## src/rtl/pst_pkg.sv

```systemverilog
package pst_pkg;
    localparam int WORD_W  = 32;
    localparam int BYTE_W  = 8;
    localparam int NBYTES  = WORD_W / BYTE_W;
    localparam int POS_W   = 4;
    localparam int BIDX_W  = $clog2(NBYTES);
    localparam logic [POS_W-1:0] POS_PAR = POS_W'(BYTE_W + 1);

    typedef enum logic {
        ST_IDLE = 1'b0,
        ST_SEND = 1'b1
    } tx_state_e;

    function automatic logic [BYTE_W-1:0] flip_byte(input logic [BYTE_W-1:0] b);
        logic [BYTE_W-1:0] r;
        for (int i = 0; i < BYTE_W; i++) r[i] = b[BYTE_W-1-i];
        return r;
    endfunction
endpackage

```

## src/rtl/pst_len_queue.sv

```systemverilog
module pst_len_queue #(
    parameter int DEPTH = 4,
    parameter int LW    = 8
) (
    input  logic          clk,
    input  logic          rst_n,
    input  logic          push,
    input  logic [LW-1:0] din,
    input  logic          pop,
    output logic [LW-1:0] head,
    output logic          nempty,
    output logic          full
);
    localparam int AW = (DEPTH > 1) ? $clog2(DEPTH) : 1;
    localparam int CW = $clog2(DEPTH + 1);

    typedef struct packed {
        logic [AW-1:0] wp;
        logic [AW-1:0] rp;
        logic [CW-1:0] cnt;
    } q_t;

    q_t q_q, q_d;
    logic [LW-1:0] mem_q [DEPTH];
    logic push_ok, pop_ok;

    assign full   = (q_q.cnt == CW'(DEPTH));
    assign nempty = (q_q.cnt != '0);
    assign head   = mem_q[q_q.rp];

    function automatic logic [AW-1:0] nxt(input logic [AW-1:0] p);
        return (p == AW'(DEPTH - 1)) ? '0 : p + 1'b1;
    endfunction

    always_comb begin
        push_ok = push && !full && (din != '0);
        pop_ok  = pop && nempty;
        q_d     = q_q;
        if (push_ok) q_d.wp = nxt(q_q.wp);
        if (pop_ok)  q_d.rp = nxt(q_q.rp);
        case ({push_ok, pop_ok})
            2'b10:   q_d.cnt = q_q.cnt + 1'b1;
            2'b01:   q_d.cnt = q_q.cnt - 1'b1;
            default: q_d.cnt = q_q.cnt;
        endcase
    end

    always_ff @(posedge clk) begin
        if (!rst_n) q_q <= '0;
        else        q_q <= q_d;
    end

    always_ff @(posedge clk) begin
        if (push_ok) mem_q[q_q.wp] <= din;
    end

    AST_POP_NONEMPTY: assert property (@(posedge clk) disable iff (!rst_n)
        pop |-> nempty) else $error("length pop on empty queue");
endmodule

```

## src/rtl/pst_lane_map.sv

```systemverilog
module pst_lane_map (
    input  logic                         byte_swap,
    input  logic                         bit_swap,
    input  logic [pst_pkg::WORD_W-1:0]   din,
    output logic [pst_pkg::WORD_W-1:0]   dout
);
    import pst_pkg::*;

    for (genvar i = 0; i < NBYTES; i++) begin : g_lane
        logic [BYTE_W-1:0] raw;
        assign raw = byte_swap ? din[BYTE_W*(NBYTES-1-i) +: BYTE_W]
                               : din[BYTE_W*i +: BYTE_W];
        assign dout[BYTE_W*i +: BYTE_W] = bit_swap ? flip_byte(raw) : raw;
    end
endmodule

```

## src/rtl/pst_framer.sv

```systemverilog
module pst_framer #(
    parameter int LW = 8
) (
    input  logic                        clk,
    input  logic                        rst_n,
    input  logic                        tick,
    input  logic                        have_len,
    input  logic [LW-1:0]               len_val,
    input  logic                        wd_avail,
    input  logic [pst_pkg::WORD_W-1:0]  wd_mapped,
    input  logic                        even_par,
    input  logic                        clr_unf,
    output logic                        wd_pop,
    output logic                        len_take,
    output logic                        ser,
    output logic                        busy,
    output logic                        unf
);
    import pst_pkg::*;

    typedef struct packed {
        tx_state_e          st;
        logic [WORD_W-1:0]  word;
        logic [BIDX_W-1:0]  bidx;
        logic [POS_W-1:0]   pos;
        logic [LW-1:0]      left;
        logic               ser;
        logic               unf;
    } fr_t;

    fr_t q_q, q_d;
    logic [BYTE_W-1:0] cur;

    assign cur  = q_q.word[{q_q.bidx, 3'b000} +: BYTE_W];
    assign ser  = q_q.ser;
    assign busy = (q_q.st == ST_SEND);
    assign unf  = q_q.unf;

    always_comb begin
        q_d      = q_q;
        wd_pop   = 1'b0;
        len_take = 1'b0;
        if (clr_unf) q_d.unf = 1'b0;
        if (tick) begin
            unique case (q_q.st)
                ST_IDLE: begin
                    if (have_len && wd_avail) begin
                        wd_pop   = 1'b1;
                        len_take = 1'b1;
                        q_d.word = wd_mapped;
                        q_d.bidx = '0;
                        q_d.pos  = '0;
                        q_d.left = len_val;
                        q_d.ser  = 1'b0;
                        q_d.st   = ST_SEND;
                    end
                end
                ST_SEND: begin
                    if (q_q.pos < POS_W'(BYTE_W)) begin
                        q_d.ser = cur[q_q.pos[2:0]];
                        q_d.pos = q_q.pos + 1'b1;
                    end else if (q_q.pos == POS_W'(BYTE_W)) begin
                        q_d.ser = even_par ? (^cur) : ~(^cur);
                        q_d.pos = POS_PAR;
                    end else begin
                        q_d.left = q_q.left - 1'b1;
                        q_d.pos  = '0;
                        if (q_q.left == LW'(1)) begin
                            q_d.ser = 1'b1;
                            q_d.st  = ST_IDLE;
                        end else if (q_q.bidx != BIDX_W'(NBYTES - 1)) begin
                            q_d.bidx = q_q.bidx + 1'b1;
                            q_d.ser  = 1'b0;
                        end else if (wd_avail) begin
                            wd_pop   = 1'b1;
                            q_d.word = wd_mapped;
                            q_d.bidx = '0;
                            q_d.ser  = 1'b0;
                        end else begin
                            q_d.unf = 1'b1;
                            q_d.ser = 1'b1;
                            q_d.st  = ST_IDLE;
                        end
                    end
                end
                default: q_d.st = ST_IDLE;
            endcase
        end
    end

    always_ff @(posedge clk) begin
        if (!rst_n) begin
            q_q     <= '0;
            q_q.ser <= 1'b1;
            q_q.st  <= ST_IDLE;
        end else begin
            q_q <= q_d;
        end
    end

    AST_LINE_HOLD: assert property (@(posedge clk) disable iff (!rst_n)
        !tick |=> $stable(ser)) else $error("line moved without tick");
    AST_IDLE_MARKING: assert property (@(posedge clk) disable iff (!rst_n)
        !busy |-> ser) else $error("idle line not marking");
    AST_POP_HAS_DATA: assert property (@(posedge clk) disable iff (!rst_n)
        wd_pop |-> wd_avail) else $error("word taken from empty fifo");
    AST_START_GATED: assert property (@(posedge clk) disable iff (!rst_n)
        (wd_pop && !busy) |-> have_len) else $error("start without length");
    AST_UNF_STICKY: assert property (@(posedge clk) disable iff (!rst_n)
        (unf && !clr_unf) |=> unf) else $error("underflow flag dropped");
endmodule

```

## src/rtl/pkt_ser_tx.sv

```systemverilog
module pkt_ser_tx #(
    parameter int LW        = 8,
    parameter int LEN_DEPTH = 4
) (
    input  logic                        clk,
    input  logic                        rst_n,
    input  logic                        bit_tick,
    input  logic                        cfg_fixed_mode,
    input  logic [LW-1:0]               cfg_fixed_len,
    input  logic                        cfg_byte_swap,
    input  logic                        cfg_bit_swap,
    input  logic                        cfg_even_parity,
    input  logic                        cfg_irq_en,
    input  logic                        len_push,
    input  logic [LW-1:0]               len_value,
    output logic                        len_full,
    input  logic                        word_avail,
    input  logic [pst_pkg::WORD_W-1:0]  word_data,
    output logic                        word_pop,
    input  logic                        unf_clear,
    output logic                        ser_out,
    output logic                        busy,
    output logic                        unf_flag,
    output logic                        irq
);
    import pst_pkg::*;

    logic [LW-1:0]     q_head;
    logic              q_nempty;
    logic              len_take;
    logic              have_len;
    logic [LW-1:0]     len_sel;
    logic [WORD_W-1:0] mapped;

    pst_len_queue #(.DEPTH(LEN_DEPTH), .LW(LW)) u_lenq (
        .clk    (clk),
        .rst_n  (rst_n),
        .push   (len_push),
        .din    (len_value),
        .pop    (len_take && !cfg_fixed_mode),
        .head   (q_head),
        .nempty (q_nempty),
        .full   (len_full)
    );

    assign have_len = cfg_fixed_mode ? (cfg_fixed_len != '0) : q_nempty;
    assign len_sel  = cfg_fixed_mode ? cfg_fixed_len : q_head;

    pst_lane_map u_map (
        .byte_swap (cfg_byte_swap),
        .bit_swap  (cfg_bit_swap),
        .din       (word_data),
        .dout      (mapped)
    );

    pst_framer #(.LW(LW)) u_fr (
        .clk       (clk),
        .rst_n     (rst_n),
        .tick      (bit_tick),
        .have_len  (have_len),
        .len_val   (len_sel),
        .wd_avail  (word_avail),
        .wd_mapped (mapped),
        .even_par  (cfg_even_parity),
        .clr_unf   (unf_clear),
        .wd_pop    (word_pop),
        .len_take  (len_take),
        .ser       (ser_out),
        .busy      (busy),
        .unf       (unf_flag)
    );

    assign irq = unf_flag && cfg_irq_en;

    AST_IRQ_NEEDS_FLAG: assert property (@(posedge clk) disable iff (!rst_n)
        $rose(irq) |-> unf_flag) else $error("irq without flag");
endmodule

```

## config.mk

```make
export PLATFORM = sky130hd
export DESIGN_NAME = pkt_ser_tx
export DESIGN_NICKNAME = d
export VERILOG_FILES = /design/src/rtl/pst_pkg.sv /design/src/rtl/pst_len_queue.sv /design/src/rtl/pst_lane_map.sv /design/src/rtl/pst_framer.sv /design/src/rtl/pkt_ser_tx.sv
export SDC_FILE = /design/constraint.sdc
export NUM_CORES = 1
export LEC_CHECK = 0
export BUFFER_PORTS_ARGS = -buffer_cell sky130_fd_sc_hd__buf_2
export CORE_MARGIN = 5
export CORE_UTILIZATION = 42
export DETAILED_ROUTE_END_ITERATION = 7
export GPL_TIMING_DRIVEN = 0
export HOLD_SLACK_MARGIN = 0.08
export PLACE_DENSITY_LB_ADDON = 0.15
export SYNTH_ARGS = -nofsm -noshare
export SYNTH_HDL_FRONTEND = slang
export SYNTH_SLANG_ARGS = --single-unit
```

## constraint.sdc

```tcl
create_clock -name clk -period 4.09 [get_ports clk]
set_clock_uncertainty 0.05 [all_clocks]
set_input_delay 0.409 -clock clk [delete_from_list [all_inputs] [get_ports clk]]
set_output_delay 0.409 -clock clk [all_outputs]
set_load 0.005 [all_outputs]
```

==> metrics.cfg <==
[run_status]
status = completed

[grt]
grt_pass1_wl_um = 20700
grt_pass1_vias = 4016
antenna_found_initial = 0
grt_max_degree = 20
gr-usage-all-layers = 0.183
overflow = 0

[drt]
drt-pass1-iter-count = 7
drtAntennaViolNets = 0
wl_met1_um = 5930
wl_per_cell_um = 18.1
wl_met3_um = 578
vias = 3969
wl_met2_um = 5710
drt-initial-drc-count = 320
totalWireLength_um = 12400
top_layer_used = met4
routed_via_density = 5.81
drc = 0

[timing]
post-route-min-period_ns = 2.97
tightest_slew_ns = 0.788
hold_violations = 0
final-max-slew-violation-count = 0
tns_ns = 0
slew_headroom = 0.474
setup_viol = 0
fin_crit_sh = 0.726
rsz0062_at_grt = false
fmax_mhz = 337

[yosys]
yosys.area.top_type = dfxtp_1
synth_cell_types = 53
synth_fp_nets = 529
synth-edff-count = 32
synth_seq_area_share = 0.419
syn_inst = 459
synth_flop_cell = dfxtp_1
ys_warn_count = 0
syn_avg_cell_area_sq_um = 11.0
syn_area_sq_um = 5060
ys_seq_elements = 90
netlist.area_leader.share = 0.229
yosys-top-cells-area = dfxtp_1, mux4_2, edfxtp_1
synth-async-reset-ratio = 0

[placement]
dpl.hpwl_um = 9520
place_area_sq_um = 5550
io_buffer_count = 61
gp_congestion = 0.844

[power]
intPower_w = 0.00156
irDropWorstVdd_v = 0.000253
pwr_density_cell_nw_per_um2 = 374
sequentialPowerShare = 0.452
p_sw_w = 0.000623
clkPwrFrac = 0.378
leakagePower_nw = 2.13
combPwrFrac = 0.170
swShare = 0.285

[floorplanning]
core_area_sq_um = 11900
die-area_sq_um = 14300
io_pins = 65
num_rows = 40
start_util = 0.425
chipHeight_um = 120
die_w_um = 120

[clock_network]
htree_levels = 3
cts-buffers-inserted = 9
path_clk_slew_ns = 0.08
cts_num_sinks = 90
cts_hold_buf = 0
cts_tree = done
ctsLongestPathBuffers = 2
clk_latency_ns = 0.34
root_buffer = clkbuf_16
cts-resized-gates = 0
postCtsSetupBuffers = 0

[final_layout]
final_area_sq_um = 5850
fillCellCount = 1134
antenna_cells = 0
area_delta_synth_final_pct = 15.6
ff_latch_area_sq_um = 2120
drive_gt1_frac = 0.274
nets = 601
multi_input_area_sq_um = 2700

[worst_setup_path]
r2r-end = u_lenq.q_q[2]
path_delay_family = simple AND/OR/NAND/NOR gates
worst-r2r-cell-count = 11
r2r_start = u_lenq.q_q[0]
path_cells = o41ai_1 -> a311o_1 -> buf_6 -> or4_4 -> inv_1 -> ha_1 -> inv_1 -> fa_1 -> xor2_1 -> or3_1 -> a21oi_1
path_max_fanout = 10
cp_slowest_cell = or4_4
ff2ff_setup_slack_ns = 1.12
crit_path_start = u_lenq.q_q[0]
critical_path_arrival_ns = 3.18
critical_path_depth = 11
endpoint = u_lenq.q_q[2]
required_ns = 4.30
crit_type = flip-flop to flip-flop
slowest_delay_ns = 0.46
critPathBufInv = 3
cpMostUsedCell = inv_1
start_kind = flip-flop
cp-end-kind = flip-flop

[job]
drv_cap = 0

[worst_hold_path]
hold_path.class = primary input to flip-flop

## worst min path at each step
stage	from	endpoint	slack (ns)	depth (start not counted)
finish	len_value[2]	u_lenq.mem_q[0][2]	0.25	1
global route	len_value[1]	u_lenq.mem_q[2][1]	0.24	1
CTS	len_value[1]	u_lenq.mem_q[2][1]	0.24	1
detailed placement	u_fr.q_q[25]	u_fr.q_q[25]	0.39	2
global placement	u_fr.q_q[44]	u_fr.q_q[44]	0.39	2
floorplan	u_fr.q_q[26]	u_fr.q_q[26]	0.38	2
## sequential cells by signal (all words and copies together), names as in the netlist, named ones only
name,cells
u_lenq.q_q,7
u_fr.busy,1
u_fr.ser,1
u_lenq.mem_q,32
u_fr.q_q,46
u_fr.unf,1
## stage by stage
step	std cells	total power, W	util	worst slack (ns)	hold WS [ns]
floorplan	459	0.00126	-	1.25	0.379
global placement	667	0.00137	0.466	1.03	0.388
detailed placement	667	0.00138	0.466	0.935	0.395
CTS	683	0.00221	0.491	1.13	0.238
global route	683	0.00229	0.491	0.936	0.244
finish	683	0.00219	0.491	1.12	0.250
## area by class of cell
class	instances	area share
multi-input combinational	317	0.462
sequential	90	0.363
timing repair buffer	61	0.0522
clock buffer	9	0.0385
tap	147	0.0314
buffer	35	0.0297
clock inverter	7	0.0130
inverter	17	0.0109
## Yosys cell counts (5+ instances only)
| master | count |
|---|---|
| clkbuf_1 | 14 |
| nor2_1 | 14 |
| buf_2 | 10 |
| mux4_2 | 48 |
| mux2i_1 | 9 |
| a21oi_1 | 52 |
| inv_1 | 15 |
| buf_1 | 5 |
| nand3_1 | 36 |
| or3_1 | 6 |
| nand2_1 | 55 |
| ha_1 | 10 |
| dfxtp_1 | 58 |
| a31oi_1 | 5 |
| edfxtp_1 | 32 |
| o21ai_0 | 15 |
| and2_1 | 7 |
## worst reg2reg max path, stage by stage (launching register included)
cell	delay [ns]
dfxtp_1	0.43
o41ai_1	0.16
a311o_1	0.35
buf_6	0.15
or4_4	0.46
inv_1	0.08
ha_1	0.17
inv_1	0.06
fa_1	0.38
xor2_1	0.16
or3_1	0.31
a21oi_1	0.15
## logic make-up (layout without fill, tap and decap cells)
logic type | Yosys count | count (layout) | share of synthesized area
AO/OA/AOI/OAI | 102 | 102 | 0.123
XOR/XNOR | 8 | 8 | 0.0166
adder cells (fa/ha/maj) | 11 | 11 | 0.0287
buffers and inverters | 52 | 129 | 0.0470
flip-flops | 90 | 90 | 0.419
multiplexers | 57 | 57 | 0.231
AND/OR/NAND/NOR | 139 | 139 | 0.134
## per-layer routing
metal	track usage	vias up
met1	0.269	1933
met4	0.0608	0
met2	0.281	122
li1	-	1903
met3	0.0221	11
met5	0	-
## layout by cell type (no fill, tap or decap), types with 4 or more instances in the layout
| cell type | instances |
|---|---|
| mux2i_1 | 9 |
| clkbuf_1 | 14 |
| nand2_1 | 55 |
| a31oi_1 | 5 |
| nor4_1 | 4 |
| o22ai_1 | 4 |
| and2_1 | 7 |
| nand3_1 | 36 |
| xnor2_1 | 4 |
| a22oi_1 | 4 |
| dfxtp_1 | 58 |
| buf_1 | 5 |
| nor2_1 | 14 |
| clkbuf_16 | 9 |
| buf_4 | 4 |
| ha_1 | 10 |
| buf_2 | 71 |
| a21oi_1 | 52 |
| edfxtp_1 | 32 |
| inv_1 | 15 |
| mux4_2 | 48 |
| or3_1 | 6 |
| o21ai_0 | 15 |
| nor2b_1 | 4 |
## power by group through the flow
stage	clock network (W)	logic (W)	registers, W
2_1_floorplan	0	0.000257	0.00100
3_3_place_gp	0	0.000364	0.00101
3_5_place_dp	0	0.000371	0.00101
4_1_cts	0.000844	0.000372	0.000989
5_1_grt	0.000886	0.000413	0.000994
6_report	0.000825	0.000372	0.000989
Power figures use the tool's default switching activity.
